[src/rtl/ifr_pkg.sv]
package ifr_pkg;
  typedef enum logic [2:0] {
    SQ_IDLE,
    SQ_LATCH,
    SQ_PICK,
    SQ_READ,
    SQ_EMIT
  } sq_state_t;

  localparam logic [7:0] TYPE_BASE = 8'h80;
endpackage

[src/rtl/ifr_packet_ram.sv]
module ifr_packet_ram #(
  parameter int DEPTH = 40,
  parameter int AW    = 6
) (
  input  logic          clk,
  input  logic          we,
  input  logic [AW-1:0] waddr,
  input  logic [31:0]   wdata,
  input  logic          re,
  input  logic [AW-1:0] raddr,
  output logic [31:0]   rdata
);
  logic [31:0] mem [DEPTH];

  always_ff @(posedge clk) begin
    if (we) mem[waddr] <= wdata;
    if (re) rdata <= mem[raddr];
  end
endmodule

[src/rtl/ifr_ctrl_regs.sv]
module ifr_ctrl_regs #(
  parameter int NUM_SLOTS = 4,
  parameter int STRIDE    = 10,
  parameter int DEPTH     = 40,
  parameter int RAW       = 6,
  parameter int AW        = 7
) (
  input  logic                 clk,
  input  logic                 rst,
  input  logic                 reg_wr,
  input  logic                 reg_rd,
  input  logic [AW-1:0]        reg_addr,
  input  logic [31:0]          reg_wdata,
  output logic [31:0]          reg_rdata,
  input  logic                 frame_go,
  output logic [NUM_SLOTS-1:0] status,
  output logic                 ram_we,
  output logic [RAW-1:0]       ram_waddr,
  output logic [31:0]          ram_wdata
);
  logic                 ctrl_sel, cfg_hit, sts_hit;
  logic [RAW-1:0]       off;
  logic [NUM_SLOTS-1:0] en_q;
  logic                 ram_en_q;
  logic                 err_q;
  logic [NUM_SLOTS-1:0] slot_hit;
  logic                 err_set, err_clr;
  logic [31:0]          cfg_word, sts_word;

  assign ctrl_sel  = reg_addr[AW-1];
  assign off       = reg_addr[AW-2:0];
  assign cfg_hit   = ctrl_sel && (off == RAW'(0));
  assign sts_hit   = ctrl_sel && (off == RAW'(1));
  assign ram_we    = reg_wr && !ctrl_sel && (32'(off) < 32'(DEPTH));
  assign ram_waddr = off;
  assign ram_wdata = reg_wdata;

  // Map each RAM word address to the slot whose region holds it.
  for (genvar s = 0; s < NUM_SLOTS; s++) begin : g_hit
    assign slot_hit[s] = (32'(off) >= 32'(s * STRIDE)) &&
                         (32'(off) <  32'((s + 1) * STRIDE));
  end

  assign err_set = ram_we && |(slot_hit & status);
  assign err_clr = reg_wr && sts_hit && reg_wdata[16];

  always_ff @(posedge clk) begin
    if (rst) begin
      en_q     <= '0;
      ram_en_q <= 1'b0;
      status   <= '0;
      err_q    <= 1'b0;
    end else begin
      if (reg_wr && cfg_hit) begin
        en_q     <= reg_wdata[NUM_SLOTS-1:0];
        ram_en_q <= reg_wdata[31];
      end
      if (frame_go) status <= ram_en_q ? en_q : '0;
      if (err_clr)      err_q <= 1'b0;
      else if (err_set) err_q <= 1'b1;
    end
  end

  always_comb begin
    cfg_word = '0;
    cfg_word[NUM_SLOTS-1:0] = en_q;
    cfg_word[31] = ram_en_q;
    sts_word = '0;
    sts_word[NUM_SLOTS-1:0] = status;
    sts_word[16] = err_q;
  end

  always_ff @(posedge clk) begin
    if (rst) reg_rdata <= '0;
    else if (reg_rd) reg_rdata <= cfg_hit ? cfg_word : (sts_hit ? sts_word : '0);
  end

  AST_STATUS_FRAME_ONLY: assert property (@(posedge clk) disable iff (rst)
    !frame_go |=> $stable(status));
  AST_RAM_OFF_CLEARS: assert property (@(posedge clk) disable iff (rst)
    (frame_go && !ram_en_q) |=> (status == '0));
  AST_CONFLICT_STICKY: assert property (@(posedge clk) disable iff (rst)
    (err_q && !err_clr) |=> err_q);
endmodule

[src/rtl/ifr_sequencer.sv]
module ifr_sequencer
  import ifr_pkg::*;
#(
  parameter int NUM_SLOTS = 4,
  parameter int PKT_BYTES = 31,
  parameter int STRIDE    = 10,
  parameter int RAW       = 6
) (
  input  logic                 clk,
  input  logic                 rst,
  input  logic                 sof,
  input  logic [NUM_SLOTS-1:0] status,
  output logic                 frame_go,
  output logic                 ram_re,
  output logic [RAW-1:0]       ram_raddr,
  input  logic [31:0]          ram_rdata,
  output logic [7:0]           out_data,
  output logic [7:0]           out_type,
  output logic                 out_first,
  output logic                 out_last,
  output logic                 out_valid,
  input  logic                 out_ready
);
  localparam int SW        = (NUM_SLOTS > 1) ? $clog2(NUM_SLOTS) : 1;
  localparam int WW        = $clog2(STRIDE);
  localparam int LAST_R    = (PKT_BYTES - 1) % 7;
  localparam int LAST_WORD = 2 * ((PKT_BYTES - 1) / 7) + ((LAST_R >= 3) ? 1 : 0);
  localparam int LAST_LANE = (LAST_R >= 3) ? LAST_R - 3 : LAST_R;

  sq_state_t            state;
  logic [NUM_SLOTS-1:0] pending;
  logic [SW-1:0]        cur;
  logic [WW-1:0]        word;
  logic [1:0]           lane;
  logic                 at_last_word, word_end, can_load;

  function automatic logic [SW-1:0] lowest(input logic [NUM_SLOTS-1:0] m);
    lowest = '0;
    for (int i = NUM_SLOTS - 1; i >= 0; i--) if (m[i]) lowest = SW'(i);
  endfunction

  assign frame_go     = sof && (state == SQ_IDLE);
  assign ram_re       = (state == SQ_READ);
  assign ram_raddr    = RAW'(int'(cur) * STRIDE + int'(word));
  assign at_last_word = (32'(word) == 32'(LAST_WORD));
  assign word_end     = at_last_word ? (32'(lane) == 32'(LAST_LANE))
                                     : (word[0] ? (lane == 2'd3) : (lane == 2'd2));
  assign can_load     = !out_valid || out_ready;

  always_ff @(posedge clk) begin
    if (rst) begin
      state     <= SQ_IDLE;
      pending   <= '0;
      cur       <= '0;
      word      <= '0;
      lane      <= '0;
      out_data  <= '0;
      out_type  <= '0;
      out_first <= 1'b0;
      out_last  <= 1'b0;
      out_valid <= 1'b0;
    end else begin
      if (out_valid && out_ready) out_valid <= 1'b0;
      unique case (state)
        SQ_IDLE:  if (frame_go) state <= SQ_LATCH;
        SQ_LATCH: begin
          pending <= status;
          state   <= SQ_PICK;
        end
        SQ_PICK: begin
          if (pending == '0) state <= SQ_IDLE;
          else begin
            cur   <= lowest(pending);
            word  <= '0;
            state <= SQ_READ;
          end
        end
        SQ_READ: begin
          lane  <= '0;
          state <= SQ_EMIT;
        end
        SQ_EMIT: begin
          if (can_load) begin
            out_data  <= ram_rdata[8*lane +: 8];
            out_type  <= TYPE_BASE + 8'(cur);
            out_first <= (word == '0) && (lane == 2'd0);
            out_last  <= at_last_word && word_end;
            out_valid <= 1'b1;
            if (word_end) begin
              if (at_last_word) begin
                pending[cur] <= 1'b0;
                state        <= SQ_PICK;
              end else begin
                word  <= word + 1'b1;
                state <= SQ_READ;
              end
            end else begin
              lane <= lane + 1'b1;
            end
          end
        end
        default: state <= SQ_IDLE;
      endcase
    end
  end

  AST_HOLD_STALL: assert property (@(posedge clk) disable iff (rst)
    (out_valid && !out_ready) |=> (out_valid && $stable(out_data) && $stable(out_type)
                                   && $stable(out_first) && $stable(out_last)));
  AST_TYPE_RANGE: assert property (@(posedge clk) disable iff (rst)
    out_valid |-> ((out_type >= TYPE_BASE) && (out_type < TYPE_BASE + 8'(NUM_SLOTS))));
  AST_BUSY_NO_RESTART: assert property (@(posedge clk) disable iff (rst)
    (sof && state != SQ_IDLE) |=> (state != SQ_LATCH));
endmodule

[src/rtl/ifr_pkt_sched.sv]
module ifr_pkt_sched #(
  parameter int NUM_SLOTS = 4,
  parameter int PKT_BYTES = 31,
  localparam int STRIDE = 2 * ((PKT_BYTES + 6) / 7),
  localparam int DEPTH  = NUM_SLOTS * STRIDE,
  localparam int RAW    = $clog2(DEPTH),
  localparam int AW     = RAW + 1
) (
  input  logic          clk,
  input  logic          rst,
  input  logic          reg_wr,
  input  logic          reg_rd,
  input  logic [AW-1:0] reg_addr,
  input  logic [31:0]   reg_wdata,
  output logic [31:0]   reg_rdata,
  input  logic          sof,
  output logic [7:0]    out_data,
  output logic [7:0]    out_type,
  output logic          out_first,
  output logic          out_last,
  output logic          out_valid,
  input  logic          out_ready
);
  logic [NUM_SLOTS-1:0] status;
  logic                 frame_go;
  logic                 ram_we, ram_re;
  logic [RAW-1:0]       ram_waddr, ram_raddr;
  logic [31:0]          ram_wdata, ram_rdata;

  ifr_ctrl_regs #(.NUM_SLOTS(NUM_SLOTS), .STRIDE(STRIDE), .DEPTH(DEPTH),
                  .RAW(RAW), .AW(AW)) u_regs (
    .clk(clk), .rst(rst), .reg_wr(reg_wr), .reg_rd(reg_rd), .reg_addr(reg_addr),
    .reg_wdata(reg_wdata), .reg_rdata(reg_rdata), .frame_go(frame_go),
    .status(status), .ram_we(ram_we), .ram_waddr(ram_waddr), .ram_wdata(ram_wdata)
  );

  ifr_packet_ram #(.DEPTH(DEPTH), .AW(RAW)) u_ram (
    .clk(clk), .we(ram_we), .waddr(ram_waddr), .wdata(ram_wdata),
    .re(ram_re), .raddr(ram_raddr), .rdata(ram_rdata)
  );

  ifr_sequencer #(.NUM_SLOTS(NUM_SLOTS), .PKT_BYTES(PKT_BYTES), .STRIDE(STRIDE),
                  .RAW(RAW)) u_seq (
    .clk(clk), .rst(rst), .sof(sof), .status(status), .frame_go(frame_go),
    .ram_re(ram_re), .ram_raddr(ram_raddr), .ram_rdata(ram_rdata),
    .out_data(out_data), .out_type(out_type), .out_first(out_first),
    .out_last(out_last), .out_valid(out_valid), .out_ready(out_ready)
  );
endmodule

[config.mk]
export PLATFORM = sky130hd
export DESIGN_NAME = ifr_pkt_sched
export DESIGN_NICKNAME = d
export VERILOG_FILES = /design/src/rtl/ifr_pkg.sv /design/src/rtl/ifr_packet_ram.sv /design/src/rtl/ifr_ctrl_regs.sv /design/src/rtl/ifr_sequencer.sv /design/src/rtl/ifr_pkt_sched.sv
export SDC_FILE = /design/constraint.sdc
export NUM_CORES = 1
export LEC_CHECK = 0
export ABC_AREA = 1
export BUFFER_PORTS_ARGS = -buffer_cell sky130_fd_sc_hd__buf_2
export CAP_MARGIN = 20
export CORE_ASPECT_RATIO = 0.8
export CORE_MARGIN = 5
export CORE_UTILIZATION = 48
export CTS_BUF_LIST = sky130_fd_sc_hd__clkbuf_4 sky130_fd_sc_hd__clkbuf_8
export CTS_CLUSTER_SIZE = 28
export DETAILED_ROUTE_END_ITERATION = 6
export GPL_ROUTABILITY_DRIVEN = 1
export HOLD_SLACK_MARGIN = 0.06
export SLEW_MARGIN = 5
export SYNTH_ARGS = -nofsm -noshare
export SYNTH_HDL_FRONTEND = slang
export SYNTH_SLANG_ARGS = --single-unit
[constraint.sdc]
create_clock -name clk -period 4.25 [get_ports clk]
set_input_delay 0.85 -clock clk [delete_from_list [all_inputs] [get_ports clk]]
set_output_delay 0.85 -clock clk [all_outputs]
set_load 0.005 [all_outputs]
After elaboration in Yosys (flattened, before gate mapping)
Memories as Yosys holds them, arrays and structs flattened. A register that Yosys moved wholly into a read port is not among the register bits.
Index checks and enable logic that the tools add are counted.
{"block": "totals", "ff_bits": 76, "ram_bits": 1280, "inputBits": 45, "output_inout_bits": 51, "wordCells": 119, "mem_count": 1}
{"block": "classes", "addsub": 4, "multipliers": 1, "n_lt_le_gt_ge": 9, "eq_ne": 15, "shift": 1, "muxes": 34, "bitwise": 4, "n_reduce_logical": 35}
{"name": "u_ram.mem", "depth": 40, "width": 32, "rd": 1, "rd_clocked_by_memory_dff": 1, "wr": 1, "line": "ifr_packet_ram.sv:13", "source": "logic [31:0] mem [DEPTH];"}
{"op": "$mux 32", "n": 1}
{"op": "$mux 4", "n": 8}
{"op": "$shiftx 32x6->8", "n": 1}
{"op": "$mux 17", "n": 1}
{"op": "$logic_and 1x1->1", "n": 16}
{"op": "$pmux 4 s2", "n": 2}
{"op": "$pmux 3 s5", "n": 1}
{"op": "$mux 2", "n": 7}
{"op": "$ge 6x5->1 const B", "n": 2}
{"op": "$lt 6x5->1 const B", "n": 2}
{"op": "$mux 1", "n": 9}
{"op": "$mux 3", "n": 3}
{"op": "$add 8x2->8 const A", "n": 1}
{"op": "$and 4x4->4", "n": 2}
{"op": "$logic_not 4->1", "n": 2}
{"op": "$ne 2x2->1 const B", "n": 4}
{"op": "$add 6x5->6", "n": 1}
{"op": "$eq 3x2->1 const B", "n": 2}
{"op": "$eq 6x1->1 const B", "n": 1}
{"op": "$ge 6x4->1 const B", "n": 1}
{"op": "$logic_not 6->1", "n": 1}
{"op": "$lt 6x4->1 const B", "n": 1}
{"op": "$lt 6x6->1 const B", "n": 1}
{"op": "$ne 2x1->1 const B", "n": 3}
{"op": "other kinds (24)", "n": 30}

Longest topological paths before layout
{"block": "logic_depth", "depth_word": 10, "mapped_depth": 13, "ltp_nobuf": 11}

Cells and area by module
From an unflattened synthesis, not the netlist that was laid out.
{"block": "hier_totals", "hier_cells": 4633, "area_unflattened_um2": 55339.3}
{"mod": "ifr_packet_ram", "n_inst": 1, "cells_each": 4188, "area_each_um2": 52266.4, "seq_area_each_um2": 39397.8}
{"mod": "ifr_sequencer", "n_inst": 1, "cells_each": 264, "area_each_um2": 1799.2, "seq_area_each_um2": 580.6}
{"mod": "ifr_ctrl_regs", "n_inst": 1, "cells_each": 181, "area_each_um2": 1273.7, "seq_area_each_um2": 320.3}

Worst setup path after synthesis
Ideal clock, no wire load.
{"block": "synth_path", "path_kind": "input to register", "startpoint": "in reg_addr[5]", "endpoint": "mem u_ram.mem[16][0], enable pin", "arrival_time_ns": 3.113, "t_required_ns": 3.829, "slack_ns": 0.715, "stages": 5, "cell_sequence": "inv_1 > a21oi_1 > nor3_1 > nand4_1 > nor2_1"}
{"block": "synth_between", "elab_chain_cells": 4}
{"element": "start: declaration", "line": "ifr_pkt_sched.sv:13", "source": "input logic [AW-1:0] reg_addr,"}
{"element": "$lt 6x6->1", "line": "ifr_ctrl_regs.sv:34", "source": "assign ram_we = reg_wr && !ctrl_sel && (32'(off) < 32'(DEPTH));"}
{"element": "$logic_and 1x1->1", "line": "ifr_ctrl_regs.sv:34"}
{"element": "$mux 1", "line": "ifr_packet_ram.sv:16", "source": "if (we) mem[waddr] <= wdata;"}
{"element": "$mux 1 (not written as such)", "line": "ifr_packet_ram.sv:16"}
{"element": "end: declaration", "line": "ifr_packet_ram.sv:13"}
Several ways; a longest one is shown, not always the timed one.

Worst setup path in the final report
{"block": "layout_path", "startpoint": "reg u_seq.cur[1]", "endpoint": "reg u_ram.rdata[31], read port of u_ram.mem, data pin"}
{"block": "layout_between", "elab_chain_cells": 2}
{"element": "start: declaration", "line": "ifr_sequencer.sv:32", "source": "logic [SW-1:0] cur;"}
{"element": "start signal: assignment", "line": "ifr_sequencer.sv:73", "source": "cur <= lowest(pending);"}
{"element": "$mul 2x3->5", "line": "ifr_sequencer.sv:44", "source": "assign ram_raddr = RAW'(int'(cur) * STRIDE + int'(word));"}
{"element": "$add 6x5->6", "line": "ifr_sequencer.sv:44"}
{"element": "end: declaration", "line": "ifr_packet_ram.sv:11", "source": "output logic [31:0] rdata"}
Every way passes these cells.
A chain may end at the register's enable or synchronous reset.

==> flow_metrics.tcl <==
set metrics [dict create \
    r2r_start "u_seq.cur[1]" \
    drc_errors 0 \
    ctsLongestPathBuffers 3 \
    grt_max_degree 169 \
    drt_wl_total_um 158000 \
    wl_per_cell_um 25.0 \
    setup_viol 0 \
    seq_area_um2 40300 \
    start_util_pct 48.5 \
    viasPerCell 5.73 \
    ys_warn_count 0 \
    dr_total_vias 36300 \
    post-route-min-period_ns 3.25 \
    grt_pass1_vias 33700 \
    yosysSeqAreaShare_pct 73.7 \
    layout_commonest_cell "nand2_1" \
    gp_congestion 0.823 \
    place_area_um2 57200 \
    finalMaxSlewViolations 0 \
    cts_setup_buffers 0 \
    core_area_um2 113000 \
    htreeDepth 4 \
    clock_sinks 1357 \
    place_inst 5968 \
    die-area_um2 121000 \
    period_share_pct 76.4 \
    cts-hold-fix-buffers 0 \
    syn_area_um2 54600 \
    max_freq_mhz 308 \
    powerDensity_nw_per_um2 428 \
    yosysUniqueCellTypes 33 \
    setup_slack_ns 1.00 \
    multi_input_area_um2 13100 \
    final_net_count 4713 \
    finalCoreUtilization_pct 54.1 \
    critPathLaunch "u_seq.cur[1]" \
    cts.repair.resized 0 \
    antenna_found_initial 6 \
    overflow 0 \
    clk-insertion-delay-late_ns 0.89 \
    drtIter0Drc 4361 \
    peakVddDrop_uv 273 \
    ant_nets 0 \
    maxCapViolCount 0 \
    drive_gt1_share_pct 11.3 \
    fill_cells 9505 \
    skew_ns 0.0403 \
    ys_ff_latch 1357 \
    cts_root_buffer "clkbuf_8" \
    critical_path_class "flop to flop" \
    r2r-end "u_ram.rdata[31]" \
    dpl_worst_slack_ns 1.08 \
    dr.pass1.iters 6 \
    grt_first_pass_wirelength_um 231000 \
    fin_tns_setup_ns 0 \
    area_growth_pct 11.6 \
    hold_class "primary input to flop" \
    dp_hpwl_um 83000 \
    outcome "completed" \
    startpoint_type "flop" \
    end_kind "flop" \
    final_cell_mix "1370 x nand2_1, 1312 x edfxtp_1, 887 x nand3_1" \
    numCtsBuffers 201 \
    crit_fanout 115 \
    die_x_um 387 \
    power_mw 26.1 \
    final_cell_area_um2 61000 \
    syn_area_per_cell_um2 12.0 \
    die_h_um 312 \
    fin_hold_ws_ns 0.259 \
    p_leak_nw 21.4 \
    crit_required_ns 5.00 \
    relSlewSlack_pct 34.6 \
    hold_viol_final 0 \
    grt_usage_pct 25.6 \
    crit_path_end "u_ram.rdata[31]" \
    critPathArrivalTime_ns 4.00 \
    io_buffers 64 \
    rsz0062_at_grt "no" \
    rows 110 \
    regToRegSetupSlack_ns 1.00 \
    final_cells 6332 \
    cts.clk_slew.worst_paths_ns 0.07 \
    cts_tree "yes" \
    syn-instance-count 4565 \
    worstMarginPinSlew_ns 0.981 \
    io_pins 96 \
    r2r_cells 10 \
]
worst max-delay path, stage by stage (launching register included):
cell and delay [ns]:
dfxtp_1 0.47, inv_1 0.20, fa_4 0.90, buf_12 0.58, buf_12 0.30, nand3_1 0.10
nand2_1 0.06, nand2_1 0.05, nand3_1 0.19, nand3_1 0.11, nand2_1 0.09
area by class of cell:
class	instances	share of cell area [%]
Inverter	44	0.308
Multi-Input combinational cell	2876	21.4
Clock inverter	69	0.613
Sequential cell	1357	66.1
Antenna cell	3	0.0123
Tap cell	1512	3.10
Clock buffer	292	5.70
Timing Repair Buffer	179	2.79
worst min path at each step:
stage                              start                    to  slack (ns)  cells after the start
global route                      reg_rd  u_regs.reg_rdata[31]        0.24                      2
detailed placement  u_regs.reg_rdata[16]  u_regs.reg_rdata[16]        0.45                      2
global placement            u_regs.err_q          u_regs.err_q        0.44                      2
floorplan                   u_regs.err_q          u_regs.err_q        0.43                      2
finish                            reg_rd  u_regs.reg_rdata[31]        0.26                      2
CTS                               reg_rd  u_regs.reg_rdata[31]        0.17                      2
cell usage after synthesis, drive strengths merged:
| library cell | count | area (um2) |
|---|---|---|
| nand2 | 1372 | 5150 |
| edfxtp | 1312 | 39400 |
| nand3 | 887 | 4440 |
| nor2 | 237 | 892 |
| buf | 180 | 1050 |
| o21ai | 174 | 871 |
| clkbuf | 138 | 519 |
| dfxtp | 45 | 901 |
| inv | 42 | 158 |
| o211ai | 35 | 263 |
| o22ai | 33 | 206 |
| o221ai | 32 | 280 |
| a21oi | 26 | 130 |
| nand4 | 13 | 81.3 |
| a31oi | 12 | 75.1 |
| ha | 8 | 100 |
| nor3 | 6 | 30.0 |
| a211oi | 4 | 30.0 |
| clkinv | 2 | 7.51 |
| a221oi | 1 | 8.76 |
| conb | 1 | 3.75 |
| fa | 1 | 20.0 |
| nor3b | 1 | 7.51 |
| o21a | 1 | 7.51 |
| xnor2 | 1 | 8.76 |
| xor2 | 1 | 8.76 |
cells by family after synthesis:
| logic type | after synthesis | synth area share, % |
|---|---|---|
| simple gates | 2516 | 19.4 |
| xor+xnor | 2 | 0.0321 |
| fa+ha+maj | 9 | 0.220 |
| compound gates | 318 | 3.43 |
| flops | 1357 | 73.7 |
| other cells | 1 | 0.00686 |
| buf+inv | 362 | 3.17 |
sequential cells by signal (all words and copies together), names as in the netlist, 3 cells and up:
| register | flops |
|---|---|
| u_ram.mem | 1280 |
| u_regs.reg_rdata | 6 |
| u_seq.out_type | 3 |
| u_seq.pending | 4 |
| u_ram.rdata | 32 |
| u_seq.word | 4 |
| u_regs.en_q | 4 |
| u_seq.state | 3 |
| u_regs.status | 4 |
| u_seq.out_data | 8 |
metal layers:
metal  global-route usage [%]  vias to the layer above  share of wire (%)
li1                         -                    16400                  -
met1                     38.5                    17900                 44
met2                     38.0                     1738                 44
met3                     4.34                      243                8.9
met4                     8.55                        0                2.8
met5                        0                        -                  0
where the power goes:
group / switching (mW) / total, mW / internal, mW
combinational: 0.846 / 1.11 / 0.260
sequential: 0.0307 / 14.7 / 14.7
clock: 4.95 / 10.3 / 5.30
total: 5.83 / 26.1 / 20.3
(Power assumes the default switching activity.)
